### config.mk
export PLATFORM = sky130hd
export DESIGN_NAME = sdram_init_refresh
export DESIGN_NICKNAME = d
export VERILOG_FILES = /design/src/rtl/sdram_init_refresh.sv
export SDC_FILE = /design/constraint.sdc
export NUM_CORES = 1
export LEC_CHECK = 0
export BUFFER_PORTS_ARGS = -buffer_cell sky130_fd_sc_hd__buf_2
export CAP_MARGIN = 30
export CORE_UTILIZATION = 30
export CTS_BUF_LIST = sky130_fd_sc_hd__clkbuf_8
export DETAILED_ROUTE_END_ITERATION = 8
export SLEW_MARGIN = 40
export SYNTH_ARGS = -nofsm -noshare
export SYNTH_HDL_FRONTEND = slang
export SYNTH_SLANG_ARGS = --single-unit
### constraint.sdc
create_clock -name clk -period 4.75 [get_ports clk]
set_clock_uncertainty 0.15 [all_clocks]
set_input_delay 0.2375 -clock clk [delete_from_list [all_inputs] [get_ports clk]]
set_output_delay 0.2375 -clock clk [all_outputs]
set_load 0.01 [all_outputs]
### src/rtl/sdram_init_refresh.sv
`timescale 1ns/1ps
module sdram_init_refresh #(
  parameter int ADDR_W     = 12,
  parameter int BANK_W     = 2,
  parameter int PER_W      = 16,
  parameter int T_PRE      = 2,
  parameter int T_MRS      = 2,
  parameter int T_RFC      = 8,
  parameter int N_INIT_REF = 8,
  parameter logic [PER_W-1:0] PER_RESET = 'h100
) (
  input  logic              clk,
  input  logic              rst_n,
  input  logic              wr_en,
  input  logic              wr_sel,
  input  logic [PER_W-1:0]  wr_data,
  output logic              cs_n,
  output logic              ras_n,
  output logic              cas_n,
  output logic              we_n,
  output logic [ADDR_W-1:0] addr,
  output logic [BANK_W-1:0] ba,
  output logic              ready
);
  localparam int GAP_A   = (T_PRE > T_MRS) ? T_PRE : T_MRS;
  localparam int GAP_MAX = (GAP_A > T_RFC) ? GAP_A : T_RFC;
  localparam int WAIT_W  = $clog2(GAP_MAX + 1);
  localparam int REF_W   = $clog2(N_INIT_REF + 1);

  localparam logic [3:0] C_NOP = 4'b0111;
  localparam logic [3:0] C_PRE = 4'b0010;
  localparam logic [3:0] C_MRS = 4'b0000;
  localparam logic [3:0] C_REF = 4'b0001;
  localparam logic [ADDR_W-1:0] ALL_BANKS = ADDR_W'(1) << 10;

  typedef enum logic [2:0] {S_IDLE, S_PRE_W, S_MRS_W, S_REF_W, S_RUN} st_t;

  st_t               st;
  logic              en_q;
  logic [2:0]        cl_q;
  logic [PER_W-1:0]  period_q;
  logic [PER_W-1:0]  rcnt;
  logic [WAIT_W-1:0] wcnt;
  logic [REF_W-1:0]  nref;
  logic [3:0]        cmd_q;
  logic [ADDR_W-1:0] addr_q;
  logic              ready_q;
  logic [ADDR_W-1:0] mode_word;

  assign mode_word = {{(ADDR_W-7){1'b0}}, cl_q, 1'b0, 3'b010};
  assign {cs_n, ras_n, cas_n, we_n} = cmd_q;
  assign addr  = addr_q;
  assign ba    = '0;
  assign ready = ready_q;

  always_ff @(posedge clk or negedge rst_n) begin
    if (!rst_n) begin
      en_q     <= 1'b0;
      cl_q     <= 3'd2;
      period_q <= PER_RESET;
    end else if (wr_en) begin
      if (wr_sel) period_q <= wr_data;
      else begin
        en_q <= wr_data[0];
        cl_q <= wr_data[3:1];
      end
    end
  end

  always_ff @(posedge clk or negedge rst_n) begin
    if (!rst_n) begin
      st      <= S_IDLE;
      cmd_q   <= C_NOP;
      addr_q  <= '0;
      ready_q <= 1'b0;
      wcnt    <= '0;
      rcnt    <= '0;
      nref    <= '0;
    end else begin
      cmd_q  <= C_NOP;
      addr_q <= '0;
      if (!en_q) begin
        st      <= S_IDLE;
        ready_q <= 1'b0;
        wcnt    <= '0;
        nref    <= '0;
      end else begin
        case (st)
          S_IDLE: begin
            cmd_q  <= C_PRE;
            addr_q <= ALL_BANKS;
            wcnt   <= WAIT_W'(T_PRE);
            nref   <= '0;
            st     <= S_PRE_W;
          end
          S_PRE_W: begin
            if (wcnt == '0) begin
              cmd_q  <= C_MRS;
              addr_q <= mode_word;
              wcnt   <= WAIT_W'(T_MRS);
              st     <= S_MRS_W;
            end else wcnt <= wcnt - 1'b1;
          end
          S_MRS_W: begin
            if (wcnt == '0) begin
              cmd_q <= C_REF;
              wcnt  <= WAIT_W'(T_RFC);
              nref  <= REF_W'(1);
              st    <= S_REF_W;
            end else wcnt <= wcnt - 1'b1;
          end
          S_REF_W: begin
            if (wcnt == '0) begin
              if (nref == REF_W'(N_INIT_REF)) begin
                ready_q <= 1'b1;
                rcnt    <= period_q;
                st      <= S_RUN;
              end else begin
                cmd_q <= C_REF;
                wcnt  <= WAIT_W'(T_RFC);
                nref  <= nref + 1'b1;
              end
            end else wcnt <= wcnt - 1'b1;
          end
          S_RUN: begin
            if (rcnt == '0 && wcnt == '0) begin
              cmd_q <= C_REF;
              rcnt  <= period_q;
              wcnt  <= WAIT_W'(T_RFC);
            end else begin
              if (rcnt != '0) rcnt <= rcnt - 1'b1;
              if (wcnt != '0) wcnt <= wcnt - 1'b1;
            end
          end
          default: st <= S_IDLE;
        endcase
      end
    end
  end

  AST_IDLE_NOP: assert property (@(posedge clk) disable iff (!rst_n)
    !en_q |=> (cmd_q == C_NOP && !ready_q));
  AST_PRE_ALL_BANKS: assert property (@(posedge clk) disable iff (!rst_n)
    cmd_q == C_PRE |-> (addr_q == ALL_BANKS && !ready_q));
  AST_MODE_WORD: assert property (@(posedge clk) disable iff (!rst_n)
    cmd_q == C_MRS |-> (addr_q[3:0] == 4'b0010 && addr_q[ADDR_W-1:7] == '0));
  AST_REF_THEN_NOP: assert property (@(posedge clk) disable iff (!rst_n)
    cmd_q == C_REF |=> cmd_q == C_NOP);
  AST_READY_AFTER_ALL: assert property (@(posedge clk) disable iff (!rst_n)
    $rose(ready_q) |-> nref == REF_W'(N_INIT_REF));
  AST_RUN_REF_ONLY: assert property (@(posedge clk) disable iff (!rst_n)
    ready_q |-> (cmd_q == C_NOP || cmd_q == C_REF));
endmodule

== After elaboration in Yosys (flattened, before gate mapping) ==
Cells that the tools add are included.
Storage, ports and cells
  bits in registers: 64
  output and inout port bits: 19
Cells by class
  bitwise logic cells: 1
  reduce and logical (&&, ||, !) cells: 14
  muxes and demuxes: 38
  eq/ne operators: 21
  add/sub/neg operators: 3
Operator list (number)
  2-to-1 mux 16 bit: 4
  2-to-1 mux 4 bit: 11
  2-to-1 mux 3 bit: 11
  one-hot mux 16 bit (2 select lines): 1
  one-hot mux 3 bit (5 select lines): 2
  one-hot mux 11 bit (2 select lines): 1
  one-hot mux 4 bit (5 select lines): 1
  != test 3 bit (second input constant): 6
  zero test 16 bit: 1
  nonzero test 16 bit: 1
  subtractor 16 x 1 -> 16 bit (second input constant): 1
  one-hot mux 4 bit (3 select lines): 1
  2-to-1 mux 11 bit: 1
  AND reduction 5 bit: 2
  != test 4 bit (second input constant): 2
  2-to-1 mux 7 bit: 1
  equality test 3 x 2 -> 1 bit (second input constant): 2
  != test 2 x 1 -> 1 bit (second input constant): 3
  != test 2 bit (second input constant): 3
  != test 6 x 1 -> 1 bit (second input constant): 1
  AND reduction 3 bit: 2
  adder 4 x 1 -> 4 bit (second input constant): 1
  equality test 4 bit (second input constant): 1
  zero test 4 bit: 1
  other kinds (12): 16

== Logic depth before layout (Yosys ltp) ==
Gate-level depths: netlist of the first run.
  word-level depth: 5
  mapped depth: 11

== Least setup slack after synthesis of the first run ==
No wires, ideal clock.
  kind: flip-flop to flip-flop
  start point: register wcnt[0]
  end point: register rcnt[6]
  cell stages (with the launch flop): 11
  data arrival time: 1896 ps
  setup slack: 2575 ps
  clock period less this slack: 2175 ps
  setup time: 129 ps
  cells stage by stage: dfrtp_1 inv_1 ha_1 or3b_1 buf_6 nor3_4 a21o_2 nand2_1 buf_6 o21ai_0 o21ai_0
Between the ends
  cells in the longest elaborated chain, start to end: 4
Ends and longest elaborated chain
  from (decl): RTL line 43  | logic [WAIT_W-1:0] wcnt;
  from (signal assigned): RTL line 92  | wcnt <= WAIT_W'(T_PRE);
  from (signal assigned): RTL line 100  | wcnt <= WAIT_W'(T_MRS);
  from (signal assigned): RTL line 102  | end else wcnt <= wcnt - 1'b1;
  zero test 4 bit (*): RTL line 113, 126
  logical AND 1 bit: RTL line 126  | if (rcnt == '0 && wcnt == '0) begin
  != test 3 bit (no line) / 2-to-1 mux 16 bit (equally long branches)
  AND reduction 5 bit (no line) / one-hot mux 16 bit (2 select lines) (equally long branches)
  to (signal assigned): RTL line 116  | rcnt <= period_q;
  to (signal assigned): RTL line 128  | rcnt <= period_q;
  to (signal assigned): RTL line 131  | if (rcnt != '0) rcnt <= rcnt - 1'b1;
  to (decl): RTL line 42  | logic [PER_W-1:0] rcnt;
Mark *: on every way between the ends. The rest lies on a longest branch, timed or not.
A chain may end at the register's enable or synchronous reset.

== Worst setup path in the final report of the first run ==
  start point: register wcnt[0]
  end point: register rcnt[11]
The elaborated chain is that of the path after synthesis.

==> results of run 1 <==
cells in the mapped netlist, types with 3 or more instances:
library cell  number
inv_1             12
a21o_1             4
nor2_1            23
a31oi_1            3
dfrtp_1           51
nand2_1           25
dfstp_2            5
nand3_1            8
nand3b_1           3
ha_1               5
o21ai_0           30
a211oi_1           4
clkbuf_1           6
buf_4             10
nor3_1             7
buf_6              3
nand4_1            4
a21oi_1           25
o31a_1             3
and2_1             4
mux2_2            19
a2bb2oi_1          3
o31ai_1            3
buf_2              4
logic make-up (layout without fill, tap and decap cells):
kind of cell | count (synthesis) | count (layout) | synth area share
buf+inv | 36 | 58 | 0.0723
compound gates | 88 | 88 | 0.185
fa+ha+maj | 5 | 5 | 0.0209
simple gates | 96 | 96 | 0.176
other cells | 1 | 10 | 0.00125
flops | 56 | 56 | 0.470
mux | 20 | 20 | 0.0748
placed cells by master, fill, tap and decap left out, types with 3 or more instances in the layout:
cell,n
mux2_2,19
conb_1,10
nand3_1,8
nor3_1,7
clkbuf_8,5
nor2_1,23
a2bb2oi_1,3
a21oi_1,25
nand4_1,4
ha_1,5
a31oi_1,3
nand3b_1,3
nand2_1,25
o31ai_1,3
o31a_1,3
and2_1,4
buf_2,28
dlygate4sd3_1,8
dfstp_2,5
dfrtp_1,51
a21o_1,4
o21ai_0,30
inv_1,12
a211oi_1,4
registers in the layout, summed over array words and instances (netlist names):
name      flops
addr          5
cl_q          3
cmd_q         3
en_q          1
nref          4
period_q     16
rcnt         16
ready         1
st            3
wcnt          4
timing repair:
action	4_1_cts	5_1_grt
setup endpoints to repair	0	0
hold buffers	7	1
endpoints found under the hold margin	57	1
layout make-up:
class                           instances  area [sq um]
Fill cell                            1023          6370
Multi-Input combinational cell        219          1410
Sequential cell                        56          1410
Timing Repair Buffer                   38           235
Tap cell                              133           166
Clock buffer                            5          68.8
Inverter                               12          45.0
Clock inverter                          3          21.3
power groups by stage:
| stage | clock, mW | combinational, mW | sequential (mW) |
|---|---|---|---|
| floorplan | 0 | 0.169 | 0.566 |
| finish | 0.267 | 0.216 | 0.570 |
| CTS | 0.276 | 0.216 | 0.570 |
| detailed placement | 0 | 0.210 | 0.580 |
| global route | 0.295 | 0.242 | 0.578 |
| global placement | 0 | 0.209 | 0.578 |
worst paths after layout:
kind                                     start                       to  slack, ns  depth (start not counted)
setup / recovery           wcnt[0]$_DFFE_PN0P_     rcnt[11]$_DFFE_PN0P_       2.07                          7
hold / removal                      wr_data[9]  period_q[9]$_DFFE_PN0P_      0.009                          2
setup reg to reg           wcnt[0]$_DFFE_PN0P_     rcnt[11]$_DFFE_PN0P_       2.07                          7
hold reg to reg            cl_q[0]$_DFFE_PN0P_        addr[4]$_DFF_PN0_       0.32                          1
max in group asynchronous                rst_n      wcnt[1]$_DFFE_PN0P_       3.55                          3
min in group asynchronous                rst_n      rcnt[0]$_DFFE_PN0P_       0.44                          3
per-stage QoR:
step / cells / util / setup WS (ns) / cell area [sq um]
6_report: 466 / 0.345 / 2.07 / 3360
5_1_grt: 466 / 0.345 / 1.83 / 3360
4_1_cts: 465 / 0.343 / 1.82 / 3340
3_5_place_dp: 450 / 0.327 / 1.84 / 3180
3_3_place_gp: 450 / 0.327 / 1.82 / 3180
2_1_floorplan: 311 / - / 2.57 / 3030
layer usage:
| metal | global-route usage | up-vias |
|---|---|---|
| li1 | - | 1129 |
| met1 | 0.165 | 1087 |
| met2 | 0.206 | 49 |
| met3 | 0.0198 | 4 |
| met4 | 0.0231 | 0 |
| met5 | 0 | - |
==> flow_summary.yaml, run 1 <==
placed_design:
  gp_congestion: 0.824
  hpwl_microns: 4190
  io_buffer_count: 28
sta:
  drv_slew: 0
  period_needed_ns: 2.68
  timing.final.crit_share: 0.564
  fmax_mhz: 373
  fin_tns_setup_ns: 0
  maxSlewHeadroom: 0.528
  rsz0062_at_grt: "no"
  setup_viol: 0
  final-hold-violation-count: 0
  worstMarginPinSlew_ns: 0.706
  fin_hold_ws_ns: 0.00923
synth:
  synth_flop_cell: "dfrtp_1"
  ys_seq_area_frac: 0.470
  avgSynthCellArea_sq_um: 9.91
  yosys_warnings: 0
  synth_cell_types: 55
  synth_area_leaders: "dfrtp_1 43%, mux2_2 7.1%, o21ai_0 5.0%, dfstp_2 4.4%, a21oi_1 4.2%"
  synth_edf_count: 0
  synth_top_area_frac: 0.426
  postSynthCellCount: 302
  syn_area_sq_um: 2990
  synth_top_area_cell: "dfrtp_1"
  ys_ff_latch: 56
  async_reset_ff_frac: 1.00
floorplanning:
  num_rows: 36
  dieArea_sq_um: 10400
  io_pins: 39
  core_sq_um: 9730
  die_y_microns: 102
  initial_utilization: 0.308
  die_x_microns: 102
detailed_routing:
  drt_iter0_drc: 147
  vias: 2269
  routed.top_layer: "met4"
  ant_nets: 0
  via_per_inst: 4.87
  wl_per_cell_microns: 12.7
  drcViolationCount: 0
  routed_wl_microns: 5920
  m1WireLength_microns: 2780
  first_pass_iters: 4
  wl_met3_microns: 210
  route.met2.wl_microns: 2880
job:
  drv_cap: 0
clocking:
  clk_latency_ns: 0.31
  root_buffer: "clkbuf_8"
  cts_setup_buffers: 0
  h-tree-depth: 2
  cts_tree: "yes"
  cts_buffers: 5
  cts.sinks: 56
  cts-resized-gates: 0
  cts_max_path_buffers: 2
  clkTransAtPathRegs_ns: 0.11
worst_setup_path:
  cp_slowest_cell: "o21ai_2"
  slowest_delay_ns: 0.51
  required_ns: 4.82
  crit_fanout: 12
  path_cells: "inv_1 -> ha_1 -> nor3b_1 -> nand3_1 -> o21ai_2 -> o21ai_0 -> a2bb2oi_1"
  crit_family: "compound AO/OA/AOI/OAI gates"
  arrival_ns: 2.75
  end_kind: "register"
  path_buf_inv: 1
  path_class: "reg -> reg"
  cp-start-kind: "register"
power:
  p_leak_nw: 1.47
  sw_frac_of_total: 0.310
  ir_worst_vdd_mv: 0.141
  power_density_nw_per_um2: 314
  finalPower_mw: 1.05
  power_frac_comb: 0.205
  p_int_uw: 726
  seqPwrFrac: 0.541
  power_frac_clock: 0.254
  p_sw_uw: 327
worst_hold_path:
  min_path_type: "in -> reg"
layout:
  nNetsFinal: 357
  diodes: 0
  syn2layout_area_growth_pct: 12.1
  drive_gt1_frac: 0.234
global_route:
  antenna_found_initial: 0
  grt_overflow: 0
  grt_pass1_vias: 2072
  grt_max_degree: 57
  grt.total_usage: 0.121
  grt_pass1_wl_microns: 10000
run_status:
  status: "finished clean"
(Power assumes the default switching activity.)
==> run 2, diff against run 1 <==
Clock period 4.75 ns to 2.8 ns, I/O delays scaled along.
==> flow_summary.yaml, run 2 (same netlist as run 1, synthesis figures left out) <==
run_status:
  status: "finished clean"
sta:
  fin_hold_ws_ns: 0.0329
  rsz0062_at_grt: "no"
  fin_tns_setup_ns: 0
  maxSlewHeadroom: 0.521
  fmax_mhz: 394
  timing.final.crit_share: 0.906
  worstMarginPinSlew_ns: 0.718
  period_needed_ns: 2.54
  setup_viol: 0
  drv_slew: 0
  final-hold-violation-count: 0
power:
  sw_frac_of_total: 0.305
  power_density_nw_per_um2: 513
  p_int_mw: 1.25
  power_frac_clock: 0.250
  ir_worst_vdd_mv: 0.203
  power_frac_comb: 0.223
  p_leak_nw: 1.55
  p_sw_uw: 548
  seqPwrFrac: 0.527
global_route:
  antenna_found_initial: 0
  grt_pass1_wl_microns: 10700
  grt_overflow: 0
  grt.total_usage: 0.132
  grt_pass1_vias: 2212
  grt_max_degree: 30
clocking:
  cts_setup_buffers: 0
  cts_max_path_buffers: 2
  root_buffer: "clkbuf_8"
  cts.sinks: 56
  cts_tree: "yes"
  clk_latency_ns: 0.31
  clkTransAtPathRegs_ns: 0.10
  cts_buffers: 5
  h-tree-depth: 2
detailed_routing:
  via_per_inst: 4.80
  drt_iter0_drc: 98
  routed_wl_microns: 6230
  drcViolationCount: 0
  first_pass_iters: 4
  ant_nets: 0
  wl_per_cell_microns: 12.9
  vias: 2325
floorplanning:
  die_x_microns: 102
  initial_utilization: 0.308
  dieArea_sq_um: 10400
  num_rows: 36
  io_pins: 39
  core_sq_um: 9730
  die_y_microns: 102
worst_hold_path:
  hold_depth: 4
  min_path_type: "in -> reg"
worst_setup_path:
  arrival_ns: 2.58
  required_ns: 2.84
  path_cells: "inv_1 -> ha_1 -> nor3b_1 -> and3_1 -> a21oi_1 -> buf_4 -> o31a_1 -> o21ai_0 -> o21ai_0"
  end_kind: "register"
  crit_fanout: 13
  slowest_delay_ns: 0.47
  cp_slowest_cell: "nor3b_1"
  cp-start-kind: "register"
  r2r_cells: 9
  path_class: "reg -> reg"
  cp_common_cell: "o21ai_0"
layout:
  nNetsFinal: 375
  mostFrequentLayoutCells: "51 x dfrtp_1, 30 x o21ai_0, 28 x buf_2"
  final_common_cell: "dfrtp_1"
  syn2layout_area_growth_pct: 17.2
  diodes: 0
  drive_gt1_frac: 0.242
job:
  drv_cap: 0
placed_design:
  io_buffer_count: 28
  hpwl_microns: 4460
  gp_congestion: 0.816
==> run 2: critical path, delay by kind of cell, from the launching register on <==
| kind | cells | cell delay [ns] |
|---|---|---|
| buf+inv | 2 | 0.33 |
| fa+ha+maj | 1 | 0.22 |
| flops | 1 | 0.42 |
| simple gates | 2 | 0.77 |
| compound gates | 4 | 0.54 |
==> run 2: per-stage QoR <==
stage | std cells | instance area, sq um | worst slack, ns | util | power [mW]
floorplan | 311 | 3030 | 0.625 | - | 1.25
global placement | 459 | 3240 | 0.246 | 0.333 | 1.34
detailed placement | 459 | 3240 | 0.212 | 0.333 | 1.35
CTS | 484 | 3500 | 0.200 | 0.360 | 1.82
global route | 484 | 3510 | 0.0291 | 0.360 | 1.93
finish | 484 | 3510 | 0.262 | 0.360 | 1.80
==> run 2: per-layer routing <==
layer	up-vias	part of all wire	GRT usage
li1	1159	-	-
met1	1117	0.48	0.179
met2	45	0.48	0.210
met3	4	0.033	0.0274
met4	0	0.0050	0.0429
met5	-	0	0
==> run 2: repair_timing <==
item	4_1_cts	5_1_grt
resized for setup	0	1
hold buffers	17	0
hold endpoints to repair	45	0
setup endpoints to repair	0	2
==> run 2: final cells by class <==
cell class / instances / area [sq um]
clock inverter: 3 / 21.3
fill: 1021 / 6220
timing repair buffer: 56 / 393
sequential: 56 / 1410
tap: 133 / 166
inverter: 12 / 45.0
multi-input combinational: 219 / 1410
clock buffer: 5 / 68.8
==> run 2: path summary, 6_finish.rpt <==
check	slack (ns)	startpoint	to
max	0.26	wcnt[0]$_DFFE_PN0P_	rcnt[9]$_DFFE_PN0P_
min	0.03	wr_sel	en_q$_DFFE_PN0P_
max reg2reg	0.26	wcnt[0]$_DFFE_PN0P_	rcnt[9]$_DFFE_PN0P_
min reg2reg	0.34	cl_q[2]$_DFFE_PN0P_	addr[6]$_DFF_PN0_
max in group asynchronous	1.51	rst_n	cmd_q[2]$_DFF_PN1_
min in group asynchronous	0.25	rst_n	rcnt[7]$_DFFE_PN0P_
==> run 2: power groups by stage <==
stage / Combinational (mW) / Sequential, mW / Clock [mW]
after floorplan: 0.287 / 0.959 / 0
after global placement: 0.380 / 0.962 / 0
after detailed placement: 0.385 / 0.964 / 0
after CTS: 0.404 / 0.948 / 0.470
after global routing: 0.461 / 0.962 / 0.503
final: 0.402 / 0.948 / 0.449
==> run 3, diff against run 2 <==
Settings changed: BUFFER_PORTS_ARGS -buffer_cell sky130_fd_sc_hd__buf_2 to unset, DONT_BUFFER_PORTS set to 1, TNS_END_PERCENT set to 100.
==> flow_summary.yaml, run 3 (same netlist as run 1, synthesis figures left out) <==
layout:
  mostFrequentLayoutCells: "51 x dfrtp_1, 30 x o21ai_0, 25 x a21oi_1"
  instances_no_fill: 459
  syn2layout_area_growth_pct: 14.2
  stdcell_area_sq_um: 3420
  postLayoutCoreUtil: 0.351
  diodes: 0
  regArea_sq_um: 1410
  drive_gt1_frac: 0.178
  fillers: 996
  nNetsFinal: 350
  final_common_cell: "dfrtp_1"
  multi_input_area_sq_um: 1410
worst_hold_path:
  min_path_type: "in -> reg"
  hold_depth: 2
  hold_start: "wr_sel"
  hold_path_end: "cl_q[0]$_DFFE_PN0P_"
detailed_routing:
  via_per_inst: 4.91
  wl_per_cell_microns: 13.4
  drt_iter0_drc: 110
  drcViolationCount: 0
  vias: 2254
  first_pass_iters: 4
  routed_wl_microns: 6160
  ant_nets: 0
sta:
  rsz0062_at_grt: "no"
  period_needed_ns: 2.52
  fmax_mhz: 398
  maxSlewHeadroom: 0.516
  fin_tns_setup_ns: 0
  setup_viol: 0
  timing.final.crit_share: 0.898
  drv_slew: 0
  worstMarginPinSlew_ns: 0.724
  final-hold-violation-count: 0
worst_setup_path:
  path_cells: "inv_1 -> ha_1 -> nor3b_1 -> and3_1 -> a21oi_1 -> buf_4 -> nor2_1 -> a31oi_1 -> a2bb2oi_1"
  crit_fanout: 10
  reg2reg_from: "wcnt[0]$_DFFE_PN0P_"
  rrSetupSlack_ns: 0.28
  required_ns: 2.89
  cp-start-kind: "register"
  slowest_delay_ns: 0.59
  end_kind: "register"
  r2r_cells: 9
  path_class: "reg -> reg"
  rr_endpoint: "rcnt[11]$_DFFE_PN0P_"
  arrival_ns: 2.60
  cp_slowest_cell: "a21oi_1"
clocking:
  h-tree-depth: 2
  cts_buffers: 5
  clk_latency_ns: 0.31
  clkTransAtPathRegs_ns: 0.10
  cts_tree: "yes"
  root_buffer: "clkbuf_8"
  cts_setup_buffers: 0
  cts.sinks: 56
  cts_max_path_buffers: 2
floorplanning:
  dieArea_sq_um: 10400
  initial_utilization: 0.308
  die_x_microns: 102
  num_rows: 36
  die_y_microns: 102
  io_pins: 39
  core_sq_um: 9730
global_route:
  antenna_found_initial: 0
  grt_overflow: 0
  grt.total_usage: 0.129
  grt_pass1_vias: 2153
  grt_pass1_wl_microns: 10600
  grt_max_degree: 57
placed_design:
  hpwl_microns: 4330
  dp.cells: 431
  io_buffer_count: 0
  gp_congestion: 0.810
  place_area_sq_um: 3100
power:
  power_density_nw_per_um2: 528
  ir_worst_vdd_mv: 0.196
  p_leak_nw: 1.45
  finalPower_mw: 1.81
job:
  drv_cap: 0
run_status:
  status: "finished clean"
[run 3: cell types whose count changed in the layout (fill, tap and decap cells not counted), sizes merged]
cell         before  now
dlygate4sd3      17   19
buf              39   12
clkinvlp          0    1
inv              15   13
clkbuf            5    6
[run 3: report_power, final]
group | internal [mW] | leakage, nW | total (mW) | switching (mW)
Clock | 0.198 | 0.0486 | 0.460 | 0.261
Sequential | 0.899 | 0.720 | 0.963 | 0.0643
Combinational | 0.165 | 0.683 | 0.383 | 0.217
Total | 1.26 | 1.45 | 1.81 | 0.543
[run 3: worst max-delay path by stage]
stage	cells past startpoint	endpoint	start	slack [ns]
floorplan	10	rcnt[6]$_DFFE_PN0P_	wcnt[0]$_DFFE_PN0P_	0.62
global placement	7	rcnt[0]$_DFFE_PN0P_	wcnt[0]$_DFFE_PN0P_	0.22
detailed placement	8	rcnt[1]$_DFFE_PN0P_	wcnt[0]$_DFFE_PN0P_	0.24
CTS	7	rcnt[0]$_DFFE_PN0P_	wcnt[0]$_DFFE_PN0P_	0.21
global route	9	rcnt[11]$_DFFE_PN0P_	wcnt[0]$_DFFE_PN0P_	0.09
finish	9	rcnt[11]$_DFFE_PN0P_	wcnt[0]$_DFFE_PN0P_	0.28
[run 3: worst max-delay path: cells and delay by family (launching register included)]
family,cells,cell delay (ns)
adders and majority gates,1,0.24
DFF,1,0.40
and+or+nand+nor,3,0.42
buffers and inverters,2,0.34
AOI/OAI and AO/OA,3,0.89
[run 3: metrics by stage]
stage	setup WS, ns	hold WS (ns)
6_report	0.284	0.0267
5_1_grt	0.0934	0.0227
4_1_cts	0.208	0.0220
3_5_place_dp	0.240	-0.303
3_3_place_gp	0.220	-0.303
2_1_floorplan	0.625	-0.306
[run 3: layer usage]
metal,vias up,track usage,share of wire
li1,1113,-,-
met1,1095,0.177,0.48
met2,39,0.207,0.48
met3,7,0.0253,0.034
met4,0,0.0385,0.010
met5,-,0,0
[run 3: cell type report]
class / count / share of cell area
sequential: 56 / 0.412
inverter: 12 / 0.0132
clock inverter: 2 / 0.00329
clock buffer: 6 / 0.0242
multi-input combinational: 219 / 0.411
tap: 133 / 0.0487
timing repair buffer: 31 / 0.0878
[run 3: timing repair]
item	in CTS	in global routing
endpoints found under the hold margin	76	0
hold buffers	20	0
endpoints found under the setup margin	0	3
resized for setup	0	1
